$ cat config.mk
export PLATFORM = sky130hd
export DESIGN_NAME = ocmp_top
export DESIGN_NICKNAME = d
export VERILOG_FILES = /design/src/rtl/ocmp_pkg.sv /design/src/rtl/ocmp_chan.sv /design/src/rtl/ocmp_flags.sv /design/src/rtl/ocmp_top.sv
export SDC_FILE = /design/constraint.sdc
export NUM_CORES = 1
export LEC_CHECK = 0
export ABC_CLOCK_PERIOD_IN_PS = 2700
export BUFFER_PORTS_ARGS = -buffer_cell sky130_fd_sc_hd__buf_4
export CORE_ASPECT_RATIO = 0.75
export CORE_MARGIN = 2
export CORE_UTILIZATION = 45
export DETAILED_ROUTE_END_ITERATION = 6
export GPL_ROUTABILITY_DRIVEN = 0
export PLACE_DENSITY = 0.69
export SYNTH_ARGS = -nofsm -noshare
export SYNTH_HDL_FRONTEND = slang
export SYNTH_SLANG_ARGS = --single-unit
$ cat constraint.sdc
create_clock -name clk -period 2.7 [get_ports clk]
set_input_delay 0.27 -clock clk [delete_from_list [all_inputs] [get_ports clk]]
set_output_delay 0.27 -clock clk [all_outputs]
set_load 0.01 [all_outputs]
$ cat src/rtl/ocmp_pkg.sv
package ocmp_pkg;
  localparam int BYTE_W = 8;

  // Bit position of channel idx (0-based) in the enable and flag bytes.
  function automatic int chan_bit(input int idx);
    return BYTE_W - 1 - idx;
  endfunction
endpackage

$ cat src/rtl/ocmp_chan.sv
module ocmp_chan #(
  parameter int CW = 16
) (
  input  logic          clk,
  input  logic          rst_ni,
  input  logic          wr_hi_i,
  input  logic          wr_lo_i,
  input  logic [7:0]    wdata_i,
  input  logic          en_i,
  input  logic          step_i,
  input  logic [CW-1:0] cnt_i,
  output logic [CW-1:0] cmp_o,
  output logic          hit_o
);
  localparam int LO_W = CW - 8;

  logic [CW-1:0] cmp_q, cmp_d;
  logic          cmp_ce;

  // next state
  always_comb begin
    cmp_d  = cmp_q;
    cmp_ce = wr_hi_i | wr_lo_i;
    if (wr_hi_i) cmp_d[CW-1 -: 8]  = wdata_i;
    if (wr_lo_i) cmp_d[LO_W-1:0]   = wdata_i[LO_W-1:0];
  end

  // register
  always_ff @(posedge clk or negedge rst_ni) begin
    if (!rst_ni)     cmp_q <= '1;
    else if (cmp_ce) cmp_q <= cmp_d;
  end

  assign cmp_o = cmp_q;
  assign hit_o = en_i & step_i & (cnt_i == cmp_q);

  // disabled channel never reports a match
  assert_disabled_silent_R5: assert property (@(posedge clk) disable iff (!rst_ni)
    !en_i |-> !hit_o);
  // no match without a count strobe
  assert_needs_step_R6: assert property (@(posedge clk) disable iff (!rst_ni)
    !step_i |-> !hit_o);
  // a byte write is in the register on the next cycle
  assert_write_lands_R10: assert property (@(posedge clk) disable iff (!rst_ni)
    wr_lo_i |=> (cmp_o[LO_W-1:0] == $past(wdata_i[LO_W-1:0])));
endmodule

$ cat src/rtl/ocmp_flags.sv
module ocmp_flags #(
  parameter int NCH = 5
) (
  input  logic           clk,
  input  logic           rst_ni,
  input  logic [NCH-1:0] set_i,
  input  logic [NCH-1:0] clr_i,
  input  logic [NCH-1:0] en_i,
  output logic [NCH-1:0] flags_o,
  output logic           irq_o
);
  logic [NCH-1:0] flags_q, flags_d;
  logic           flags_ce;

  // next state: a match wins over a write-1 clear
  always_comb begin
    flags_ce = |(set_i | clr_i);
    flags_d  = (flags_q & ~clr_i) | set_i;
  end

  // register
  always_ff @(posedge clk or negedge rst_ni) begin
    if (!rst_ni)       flags_q <= '0;
    else if (flags_ce) flags_q <= flags_d;
  end

  assign flags_o = flags_q;
  assign irq_o   = |(flags_q & en_i);

  // a flag only rises after a qualified match
  assert_rise_needs_hit_R4: assert property (@(posedge clk) disable iff (!rst_ni)
    ((flags_q & ~$past(flags_q) & ~$past(set_i)) == '0));
  // write-1 clears when no match competes
  assert_clear_R7: assert property (@(posedge clk) disable iff (!rst_ni)
    ((flags_q & $past(clr_i) & ~$past(set_i)) == '0));
  // flags hold when neither set nor cleared
  assert_hold_R7: assert property (@(posedge clk) disable iff (!rst_ni)
    ((set_i | clr_i) == '0) |=> $stable(flags_q));
  // a match always lands, even against a clear
  assert_set_wins_R8: assert property (@(posedge clk) disable iff (!rst_ni)
    (set_i != '0) |=> ((flags_q & $past(set_i)) == $past(set_i)));
endmodule

$ cat src/rtl/ocmp_top.sv
module ocmp_top
  import ocmp_pkg::*;
#(
  parameter int NCH = 5,
  parameter int CW  = 16,
  parameter int AW  = 4
) (
  input  logic          clk,
  input  logic          rst_n,
  input  logic          wr_en_i,
  input  logic [AW-1:0] addr_i,
  input  logic [7:0]    wdata_i,
  output logic [7:0]    rdata_o,
  input  logic [CW-1:0] cnt_val_i,
  input  logic          cnt_step_i,
  output logic          irq_o
);
  localparam logic [AW-1:0] EN_ADDR   = AW'(2 * NCH);
  localparam logic [AW-1:0] FLAG_ADDR = AW'(2 * NCH + 1);

  // reset: asynchronous assert, synchronous release
  logic [1:0] rst_sync_q;
  logic       rst_int_n;

  always_ff @(posedge clk or negedge rst_n) begin
    if (!rst_n) rst_sync_q <= 2'b00;
    else        rst_sync_q <= {rst_sync_q[0], 1'b1};
  end
  assign rst_int_n = rst_sync_q[1];

  // enable register
  logic [NCH-1:0] en_q, en_d;
  logic           en_ce;

  always_comb begin
    en_ce = wr_en_i && (addr_i == EN_ADDR);
    en_d  = en_q;
    for (int i = 0; i < NCH; i++) en_d[i] = wdata_i[chan_bit(i)];
  end

  always_ff @(posedge clk or negedge rst_int_n) begin
    if (!rst_int_n) en_q <= '0;
    else if (en_ce) en_q <= en_d;
  end

  // compare channels
  logic [CW-1:0]  cmp_arr [NCH];
  logic [NCH-1:0] hit_vec;
  logic [NCH-1:0] clr_vec;
  logic [NCH-1:0] flag_vec;

  for (genvar g = 0; g < NCH; g++) begin : g_chan
    logic wr_hi, wr_lo;
    assign wr_hi = wr_en_i && (addr_i == AW'(2 * g));
    assign wr_lo = wr_en_i && (addr_i == AW'(2 * g + 1));
    assign clr_vec[g] = wr_en_i && (addr_i == FLAG_ADDR) && wdata_i[chan_bit(g)];

    ocmp_chan #(.CW(CW)) u_chan (
      .clk     (clk),
      .rst_ni  (rst_int_n),
      .wr_hi_i (wr_hi),
      .wr_lo_i (wr_lo),
      .wdata_i (wdata_i),
      .en_i    (en_q[g]),
      .step_i  (cnt_step_i),
      .cnt_i   (cnt_val_i),
      .cmp_o   (cmp_arr[g]),
      .hit_o   (hit_vec[g])
    );
  end

  ocmp_flags #(.NCH(NCH)) u_flags (
    .clk     (clk),
    .rst_ni  (rst_int_n),
    .set_i   (hit_vec),
    .clr_i   (clr_vec),
    .en_i    (en_q),
    .flags_o (flag_vec),
    .irq_o   (irq_o)
  );

  // read mux
  always_comb begin
    rdata_o = '0;
    for (int i = 0; i < NCH; i++) begin
      if (addr_i == AW'(2 * i))     rdata_o = cmp_arr[i][CW-1 -: 8];
      if (addr_i == AW'(2 * i + 1)) rdata_o = cmp_arr[i][7:0];
    end
    if (addr_i == EN_ADDR)
      for (int i = 0; i < NCH; i++) rdata_o[chan_bit(i)] = en_q[i];
    if (addr_i == FLAG_ADDR)
      for (int i = 0; i < NCH; i++) rdata_o[chan_bit(i)] = flag_vec[i];
  end

  // no interrupt while every enable is off
  assert_irq_needs_enable_R9: assert property (@(posedge clk) disable iff (!rst_int_n)
    irq_o |-> (en_q != '0));
  // an interrupt implies a latched flag
  assert_irq_needs_flag_R9: assert property (@(posedge clk) disable iff (!rst_int_n)
    irq_o |-> (flag_vec != '0));
endmodule

After elaboration in Yosys (flattened, before gate mapping)
Index checks and enable logic that the tools add are counted.

storage, ports and cells
  register bits = 92
  output and inout bits = 9
  word-level logic and storage cells = 91

operators by class
  equality and inequality tests = 16
  multiplexer cells = 12
  bitwise gates (word level) = 20
  reduce and logical (&&, ||, !) cells = 30

operator list
  cell                  number
  $eq A16 B16 Y1        5
  $mux W8               10
  $reduce_and A2 Y1     10
  $logic_and A1 B1 Y1   17
  $eq A4 B3 Y1 const B  4
  $eq A4 B4 Y1 const B  4
  $and A1 B1 Y1         10
  $and A5 B5 Y5         2
  $mux W5               2
  $or A5 B5 Y5          2
  $reduce_or A5 Y1      2
  $eq A4 B2 Y1 const B  2
  $not A5 Y5            1
  $or A1 B1 Y1          5
  $eq A4 B1 Y1 const B  1
  $logic_not A4 Y1      1

Logic depth before layout (Yosys ltp)
Gate-level depths: netlist of the first run.

  depth in word-level cells = 13
  gate-level depth with buffers = 7

Modules after synthesis
A second synthesis of the first run with hierarchy kept.

unflattened totals
  cells, all modules = 452
  area total of the unflattened synthesis = 5,481.5 um2

by module, submodules not included
  module      instances  cells an instance  area each (um2)  sequential area each (um2)
  ocmp_chan   5          56                 792.0            420.4
  ocmp_top    1          154                1,318.8          175.2
  ocmp_flags  1          18                 202.7            125.1

Worst setup path after synthesis of the first run
No wires, ideal clock.

  path kind = register to output
  start point = register g_chan[0].u_chan.cmp_q[14]
  end point = output port rdata_o[6]
  arrival = 1.428 ns
  path slack = 1.002 ns
  stages on the path, launching flop included = 5
  path buffers = 0
  path through = dfstp_2 or3b_2 a21boi_0 nor4_1 o22ai_1

on the way
  longest elaborated chain between the ends = 12

RTL lines
  element                 line             RTL
  from (decl)             ocmp_chan.sv:17  logic [CW-1:0] cmp_q, cmp_d;
  from (signal assigned)  ocmp_chan.sv:31  else if (cmp_ce) cmp_q <= cmp_d;
  $mux W8                 ocmp_top.sv:86   if (addr_i == AW'(2 * i)) rdata_o = cmp_arr[i][CW-1 -: 8];
  $mux W8                 ocmp_top.sv:87   if (addr_i == AW'(2 * i + 1)) rdata_o = cmp_arr[i][7:0];
  $mux W8                 ocmp_top.sv:86
  $mux W8                 ocmp_top.sv:87
  $mux W8                 ocmp_top.sv:86
  $mux W8                 ocmp_top.sv:87
  $mux W8                 ocmp_top.sv:86
  $mux W8                 ocmp_top.sv:87
  $mux W8                 ocmp_top.sv:86
  $mux W8                 ocmp_top.sv:87
  $mux W5                 ocmp_top.sv:89   if (addr_i == EN_ADDR)
  $mux W5                 ocmp_top.sv:91   if (addr_i == FLAG_ADDR)
  to (decl)               ocmp_top.sv:13   output logic [7:0] rdata_o,

No other way between the ends.

Worst setup path after layout of the first run
Ends and elaborated chain as after synthesis.

==> metrics.txt, run 1 <==
pwr dens 739 nW/µm²; DRT iter0 DRCs 449; crit-path cells or3b_2 > a21boi_0 > nor4_1 > o22ai_1 > buf_4; Hold Buf Count CTS 1; grt ovf 0; Initial Util 46.8%; post-DP HPWL 11,700 µm; postcts setup bufs 0; ys async rst share 100%; Sink Count 92; I/O Pins 41; Core Util, Final 52.7%; CTS Buf Count 9; Final Hold Violating Endpoints 0; number of synthesized flops with an enable pin 0; Worst Setup EP rdata_o[6]; Setup Skew 9.39 ps; Port Buffer Count 40; drt total wl 15,700 µm; Fin Setup TNS 0 ps; Via density 5.99; Sw Pwr 1.37 mW; vias 4,130; DP Worst Slack 545 ps; P_int 3.20 mW; Worst path depth 5; slowest library cell on the worst path dfstp_2; final cell count without fillers 689; period utilization 88.8%; share of cells above drive strength 1 41.6%; FF+latch count, synth 92; Worst Setup SP g_chan[0].u_chan.cmp_o[14]; DR WL/cell 22.8 µm; r2r worst-path depth 4; CP top delay family flip-flops; post-CTS resize count 0; Setup CP Type reg -> out; Pwr Total 4.57 mW; Clk pwr share 29.4%; RSZ-0062 raised after global routing no; setup slack after layout 302 ps; # rows 34; Die Area 13,100 µm²; synthesized area per cell 10.8 µm²; initial antenna violation count 0; drt first pass iters 6; vias in the first global route 4,165; CTS H-tree depth 3; max-slew violations 0; Hold/Removal Path Class in -> reg; Post-Syn Area 5500 µm²; fin nets 554; Worst setup SP type flip-flop; CP Buf/Inv Count 1; Max clock buf depth 2; Period minus WS final 2400 ps; syn nets 540; Critical Path Max Stage Delay 550 ps; worst flop-to-flop path endpoint u_flags.flags_o[3]; final antenna-violating net count 0; Max FO, Critical Path 3; Area Growth Syn to Fin 12.5%; switching power share of the total 29.9%; synth unique cells 50; CP Capture Type output pin; CTS root buffer clkbuf_16; Max rail drop VDD 0.000456 V; Slew @ Worst Pin 752 ps; Remaining DRCs 0; WP data required 2430 ps; CTS clk-pin slew, worst paths 60 ps; worst skew pair latency 350 ps; critical path data arrival time 2130 ps; Syn Inst Count 508; clock tree from TritonCTS yes; die outline width 132 µm; Leak 2.47 nW; largest net degree at the start of global routing 58; placed insts 672; Top FF cell, synth dfstp_2; final setup fails 0; max_cap viols 0; total track usage 24.7%; Yosys warnings 0; R2R setup slack 1250 ps; register area share after synthesis 43.7%; worst flop-to-flop path startpoint g_chan[3].u_chan.cmp_o[13]; outcome finished, final reports clean; Slew HR 49.8%; Reg power frac 48.9%; Ant. Diodes 0; first-pass GRT wire length 24,500 µm; core area 11,700 µm²; Gate power share 21.7%; Die H 99.7 µm; FMAX 417 MHz
## flip-flops by register name, summed over array words and instances (netlist names)
signal and count:
g_chan.u_chan.cmp_o 80, en_q 5, u_flags.flags_o 5, rst_sync_q 2
## routing by layer
| metal | track usage, % | vias up | routed length, µm |
|---|---|---|---|
| met5 | 0 | - | 0 |
| met3 | 6.93 | 23 | 1540 |
| met4 | 6.69 | 0 | 242 |
| li1 | - | 1838 | - |
| met1 | 36.8 | 2058 | 7390 |
| met2 | 35.1 | 211 | 6510 |
## Yosys cell counts, types with 2 or more instances
library cell | count | share of area (%)
dfstp_2 | 80 | 38
xor2_1 | 75 | 12
mux2_2 | 71 | 15
o21ai_0 | 36 | 3.3
nand2_1 | 30 | 2.0
clkbuf_1 | 23 | 1.6
nor4_1 | 16 | 1.8
mux2i_1 | 15 | 2.7
buf_2 | 14 | 1.3
dfrtp_1 | 12 | 5.5
nand3_1 | 10 | 0.91
inv_1 | 9 | 0.61
nand3b_1 | 9 | 1.2
a21oi_1 | 8 | 0.73
nor2_1 | 8 | 0.55
nand4_1 | 7 | 0.80
nand4b_1 | 6 | 0.96
nor3_1 | 6 | 0.55
a22o_1 | 5 | 0.80
a32oi_1 | 5 | 0.80
xnor2_1 | 5 | 0.80
a211oi_1 | 4 | 0.55
a22oi_1 | 4 | 0.55
buf_1 | 4 | 0.27
nand2b_1 | 4 | 0.46
o221ai_1 | 4 | 0.64
o31ai_1 | 4 | 0.55
nor2_2 | 3 | 0.34
nor2b_1 | 3 | 0.34
a311oi_1 | 2 | 0.32
a31oi_1 | 2 | 0.23
a32o_1 | 2 | 0.36
nor3_4 | 2 | 0.59
o211ai_1 | 2 | 0.27
o2bb2ai_1 | 2 | 0.32
o32ai_1 | 2 | 0.32
## cell type report
class / instances / area [µm²]
fill: 1074 / 5560
multi-input combinational: 364 / 2870
sequential: 92 / 2410
timing repair buffer: 46 / 360
clock buffer: 11 / 233
tap: 162 / 203
clock inverter: 5 / 77.6
inverter: 9 / 33.8
## power groups by stage
| stage | logic (mW) | registers [mW] | clock network (mW) |
|---|---|---|---|
| after floorplan | 0.730 | 2.11 | 0 |
| after global placement | 0.943 | 2.24 | 0 |
| after detailed placement | 0.975 | 2.25 | 0 |
| after CTS | 0.981 | 2.22 | 1.36 |
| after global routing | 1.08 | 2.27 | 1.43 |
| final | 0.990 | 2.23 | 1.34 |
## logic make-up after synthesis
group,share of synthesized area (%)
DFF,43.7
and+or+nand+nor,11.6
buffers and inverters,4.07
xor gates and xnor gates,12.7
other,0.0682
AOI/OAI and AO/OA,10.1
muxes,17.7
## cell usage in the layout (no fill, tap or decap), drive strengths merged, types with 5 or more instances in the layout
| cell | netlist | routed |
|---|---|---|
| o21ai | 36 | 36 |
| a21oi | 8 | 8 |
| mux2i | 15 | 15 |
| nand3 | 10 | 10 |
| nand4b | 6 | 6 |
| dfrtp | 12 | 12 |
| dfstp | 80 | 80 |
| xor2 | 75 | 75 |
| a32oi | 5 | 5 |
| inv | 9 | 9 |
| nand4 | 7 | 7 |
| nand3b | 9 | 9 |
| mux2 | 71 | 71 |
| a22o | 5 | 5 |
| clkbuf | 23 | 11 |
| nor2 | 11 | 11 |
| nor3 | 8 | 8 |
| nor4 | 16 | 16 |
| nand2 | 31 | 31 |
| buf | 20 | 45 |
| xnor2 | 5 | 5 |
## per-stage QoR
step | cell area (µm²) | hold slack, ps
after global routing | 6180 | 215
after global placement | 5860 | 52.5
final | 6180 | 212
after detailed placement | 5860 | 58.4
after CTS | 6180 | 216
after floorplan | 5500 | -25.6
## worst min path at each step
stage                     from  cells past startpoint                         to  slack, ps
finish              wdata_i[3]                      2                    en_q[4]        210
global route        wdata_i[3]                      2  g_chan[3].u_chan.cmp_o[3]        220
CTS                      rst_n                      2              rst_sync_q[1]        220
detailed placement       rst_n                      1              rst_sync_q[0]         60
global placement         rst_n                      1              rst_sync_q[0]         50
floorplan                rst_n                      0              rst_sync_q[0]        -30
Note: power is estimated with default switching activity, not from simulation.
==> inputs of run 2 (changes only) <==
--- a/config.mk
+++ b/config.mk
@@ -16,3 +16,4 @@
 export SYNTH_ARGS = -nofsm -noshare
 export SYNTH_HDL_FRONTEND = slang
+export SYNTH_HIERARCHICAL = 1
 export SYNTH_SLANG_ARGS = --single-unit
==> constraint.sdc (replaced) <==
create_clock -name clk -period 2.7 [get_ports clk]
set_input_delay 0.405 -clock clk [delete_from_list [all_inputs] [get_ports clk]]
set_output_delay 0.405 -clock clk [all_outputs]
set_load 0.01 [all_outputs]
==> metrics.txt, run 2 <==
grt ovf 0; Critical Path Most Common Cell buf_4; Max rail drop VDD 0.000493 V; WP data required 2300 ps; leading area contributor after synthesis dfstp_2; critical path data arrival time 2010 ps; crit-path cells buf_4 > nor2_2 > a21oi_1 > a2bb2oi_1 > a311oi_1 > o32a_1 > buf_4; Via density 5.75; Adder-Cell Fraction of Synth Area 0%; GR Util met3 7.19%; first-pass GRT wire length 23,500 µm; outcome finished, final reports clean; grt peak-use layer met2; CTS root buffer clkbuf_16; most frequent cells after synthesis 88 x mux2_2, 80 x dfstp_2, 65 x xnor2_1; mux contribution to synthesized area 23.9%; syn nets 484; worst skew pair latency 350 ps; simple logic cell fraction of the synthesized area 9.97%; post-CTS resize count 0; Syn Inst Count 452; Post-Syn Area 5480 µm²; Port Buffer Count 40; final antenna-violating net count 0; Die H 99.6 µm; DR WL/cell 22.5 µm; Setup Skew 3.21 ps; Final Hold Violating Endpoints 0; share of cells above drive strength 1 52.0%; Die Area 13,100 µm²; r2r worst-path depth 5; max-slew violations 0; number of synthesized flops with an enable pin 0; post-DP HPWL 11,100 µm; synth top area cells dfstp_2 38%, mux2_2 18%, xnor2_1 10%; post-synthesis compound-gate area fraction 5.98%; period utilization 89.4%; Max FO, Critical Path 43; fin nets 531; Critical Path Max Stage Delay 450 ps; final cell count without fillers 666; Max clock buf depth 2; flip-flop count of the largest register after layout 80; commonest non-fill, non-tap cell in the layout mux2_2; Pwr Total 4.45 mW; filler instances 1,045; ys async rst share 100%; clock tree from TritonCTS yes; Sink Count 92; RSZ-0062 raised after global routing no; core area 11,700 µm²; max_cap viols 0; largest net degree at the start of global routing 49; initial antenna violation count 0; pwr dens 714 nW/µm²; CTS clk-pin slew, worst paths 60 ps; register area share after synthesis 43.8%; Yosys warnings 6; CP Capture Type output pin; DRT iter0 DRCs 288; Initial Util 46.7%; count leader, synth mux2_2; Top FF cell, synth dfstp_2; Slew @ Worst Pin 579 ps; xor-xnor portion of the synthesized cell area 12.8%; CTS Buf Count 9; R2R setup slack 750 ps; most frequent cells in the layout 88 x mux2_2, 80 x dfstp_2, 65 x xnor2_1; Setup CP Type in -> out; vias 3,831; slowest library cell on the worst path buf_4; final setup fails 0; CTS H-tree depth 3; M2 GR Usage 35.1%; Ant. Diodes 0; drt first pass iters 5; drt total wl 15,000 µm; total track usage 24.1%; die outline width 131 µm; vias in the first global route 3,908; Leak 2.38 nW; Area Growth Syn to Fin 13.8%; FF+latch count, synth 92; placed insts 649; synthesized area per cell 12.1 µm²; Period minus WS final 2410 ps; Fin Setup TNS 0 ps; FMAX 414 MHz; Slew HR 61.4%; top cell type's share of synthesized area 38.3%; worst flop-to-flop path endpoint u_flags/flags_o[0]; main combinational cell family by area after synthesis multiplexers; grt met1 use 35.0%; Hold/Removal Path Class reg -> async; synth unique cells 56; # rows 34; Worst setup SP type input port; Remaining DRCs 0; I/O Pins 41; worst flop-to-flop path startpoint g_chan[0].u_chan/cmp_o[7]
==> run 2: cell types whose count changed after synthesis, moves of 13 or more <==
cell,delta
xnor2_1,+60
mux2_2,+17
nor4_1,-16
o21ai_0,-31
xor2_1,-60
clkbuf_1,-13
nand2_1,-16
==> run 2: timing repair <==
action                    CTS  global route
hold buffers                1             0
setup buffers               0             0
hold endpoints to repair    2             0
==> run 2: final cells by class <==
type	instances	area, µm²	area share (%)
inverters	6	22.5	0.361
well taps	162	203	3.25
flip-flops and latches	92	2410	38.6
clock buffers	11	233	3.73
repair buffers	60	453	7.26
clock inverters	5	28.8	0.461
multi-input cells	330	2890	46.4
==> run 2: layer usage <==
| metal | part of all wire [%] | wire (µm) | vias to the layer above |
|---|---|---|---|
| met3 | 7.2 | 1070 | 24 |
| met1 | 47 | 7070 | 1939 |
| li1 | - | - | 1727 |
| met2 | 43 | 6490 | 141 |
| met4 | 2.1 | 313 | 0 |
| met5 | 0 | 0 | - |
==> run 2: report_power, final <==
| part | internal [mW] | switching (mW) |
|---|---|---|
| Combinational | 0.622 | 0.449 |
| Clock | 0.620 | 0.523 |
| Sequential | 1.90 | 0.342 |
| Total | 3.14 | 1.31 |
==> run 2: metrics by stage <==
step	setup slack (ps)	util [%]	area, µm²	hold slack (ps)
after detailed placement	318	50.8	5970	189
final	287	53.1	6240	299
after global placement	332	50.8	5970	188
after CTS	322	53.1	6240	322
after global routing	222	53.1	6240	350
after floorplan	87.5	-	5480	109
==> run 2: worst max-delay path by stage <==
stage,endpoint,startpoint
finish,rdata_o[6],addr_i[0]
global route,rdata_o[6],addr_i[0]
CTS,rdata_o[6],addr_i[0]
detailed placement,rdata_o[6],addr_i[0]
global placement,rdata_o[1],addr_i[0]
floorplan,en_q[0],rst_sync_q[1]
==> run 2: worst max-delay path, delay by kind of cell <==
family	cells	cell delay (ps)
compound gates	4	800
buf+inv	2	600
simple gates	1	170
==> run 2: cell families (layout without fill, tap and decap cells) <==
family,after synthesis,in the layout
other cells,1,1
xor+xnor,80,80
buf+inv,30,82
mux,108,108
compound gates,49,49
simple gates,92,92
flops,92,92
==> inputs of run 3 (changes only) <==
- CORE_UTILIZATION: 45 -> 55
- PLACE_DENSITY: 0.69 -> 0.81
==> metrics.txt, run 3 (synthesis results as in run 2) <==
CTS Buf Count 9; outcome finished, final reports clean; Max FO, Critical Path 43; initial antenna violation count 0; most frequent cells in the layout 88 x mux2_2, 80 x dfstp_2, 65 x xnor2_1; Die Area 10,800 µm²; Core Util, Final 64.9%; fin nets 529; worst skew pair latency 340 ps; total track usage 28.5%; vias 4,009; Sink Count 92; CTS H-tree depth 3; max-slew violations 0; Leak 2.40 nW; # rows 31; WHS Endpoint rst_sync_q[1]; I/O Pins 41; die outline width 119 µm; worst flop-to-flop path endpoint u_flags/flags_o[0]; Pwr Total 4.75 mW; DR WL/cell 23.2 µm; DRT iter0 DRCs 455; Area Growth Syn to Fin 14.3%; critical path data arrival time 1990 ps; CP Capture Type output pin; commonest non-fill, non-tap cell in the layout mux2_2; Via density 6.32; Hold Crit Depth 0; Worst setup SP type input port; Hold/Removal Path Class reg -> reg; Die H 90.5 µm; Setup CP Type in -> out; CTS clk-pin slew, worst paths 60 ps; FMAX 417 MHz; CTS root buffer clkbuf_16; final setup fails 0; Hold Buf Count CTS 1; Fin Setup TNS 0 ps; postcts setup bufs 0; DP Worst Slack 369 ps; R2R setup slack 780 ps; Period minus WS final 2400 ps; largest net degree at the start of global routing 61; first-pass GRT wire length 23,100 µm; Final Hold Violating Endpoints 0; Slew HR 46.7%; core area 9660 µm²; max_cap viols 0; vias in the first global route 4,044; RSZ-0062 raised after global routing no; Initial Util 56.8%; WP data required 2300 ps; pwr dens 759 nW/µm²; worst flop-to-flop path startpoint g_chan[0].u_chan/cmp_o[4]; setup slack after layout 305 ps; drt total wl 14,700 µm; drt first pass iters 5; post-DP HPWL 10,500 µm; Setup Skew 6.08 ps; filler instances 735; Remaining DRCs 0; Max clock buf depth 2; flip-flop count of the largest register after layout 80; r2r worst-path depth 5; clock tree from TritonCTS yes; share of cells above drive strength 1 52.0%; period utilization 88.7%; Port Buffer Count 40; Slew @ Worst Pin 799 ps; grt ovf 0; post-CTS resize count 0; final antenna-violating net count 0; Ant. Diodes 0; hold path startpoint rst_sync_q[0]; Max rail drop VDD 0.000555 V
-- run 3: cell types whose count changed in the layout (fill, tap and decap cells not counted) --
cell | before | now
bufinv_16 | 0 | 3
inv_6 | 0 | 1
clkbuf_1 | 2 | 1
clkinv_2 | 3 | 1
inv_4 | 1 | 0
buf_4 | 59 | 57
-- run 3: worst max-delay path by stage --
stage / start / endpoint / depth (start not counted) / slack, ps
2_1_floorplan: rst_sync_q[1] / en_q[0] / 0 / 90
3_3_place_gp: addr_i[0] / rdata_o[6] / 7 / 400
3_5_place_dp: addr_i[0] / rdata_o[6] / 7 / 370
4_1_cts: addr_i[0] / rdata_o[6] / 7 / 360
5_1_grt: addr_i[1] / rdata_o[3] / 7 / 210
6_report: addr_i[0] / rdata_o[6] / 7 / 300
-- run 3: per-layer routing --
metal / track usage (%) / wire length, µm
met2: 42.0 / 6540
met1: 40.3 / 6420
met3: 8.46 / 1330
met4: 9.42 / 431
met5: 0 / 0
-- run 3: critical path, cell delays in order --
cell       delay (ps)
buf_4             450
nor2_2            180
a21oi_1           190
a2bb2oi_1         190
a311oi_1           70
o32a_1            320
buf_4             150
-- run 3: cell type report --
| class | instances | area [µm²] | area share, % |
|---|---|---|---|
| multi-input combinational | 330 | 2890 | 46.2 |
| sequential | 92 | 2410 | 38.4 |
| timing repair buffer | 58 | 438 | 6.99 |
| clock buffer | 10 | 229 | 3.66 |
| tap | 132 | 165 | 2.64 |
| clock inverter | 6 | 111 | 1.78 |
| inverter | 6 | 22.5 | 0.360 |
-- run 3: through the flow --
step | cell area, µm² | hold WS (ps) | std cells
2_1_floorplan | 5480 | 109 | 452
3_3_place_gp | 5910 | 187 | 617
3_5_place_dp | 5910 | 188 | 617
4_1_cts | 6260 | 360 | 634
5_1_grt | 6260 | 362 | 634
6_report | 6260 | 357 | 634
-- run 3: report_power, final --
| group | leakage [nW] | switching (mW) | internal, mW | total, mW |
|---|---|---|---|---|
| Combinational | 1.25 | 0.452 | 0.622 | 1.07 |
| Clock | 0.163 | 0.537 | 0.907 | 1.44 |
| Sequential | 0.992 | 0.340 | 1.90 | 2.24 |
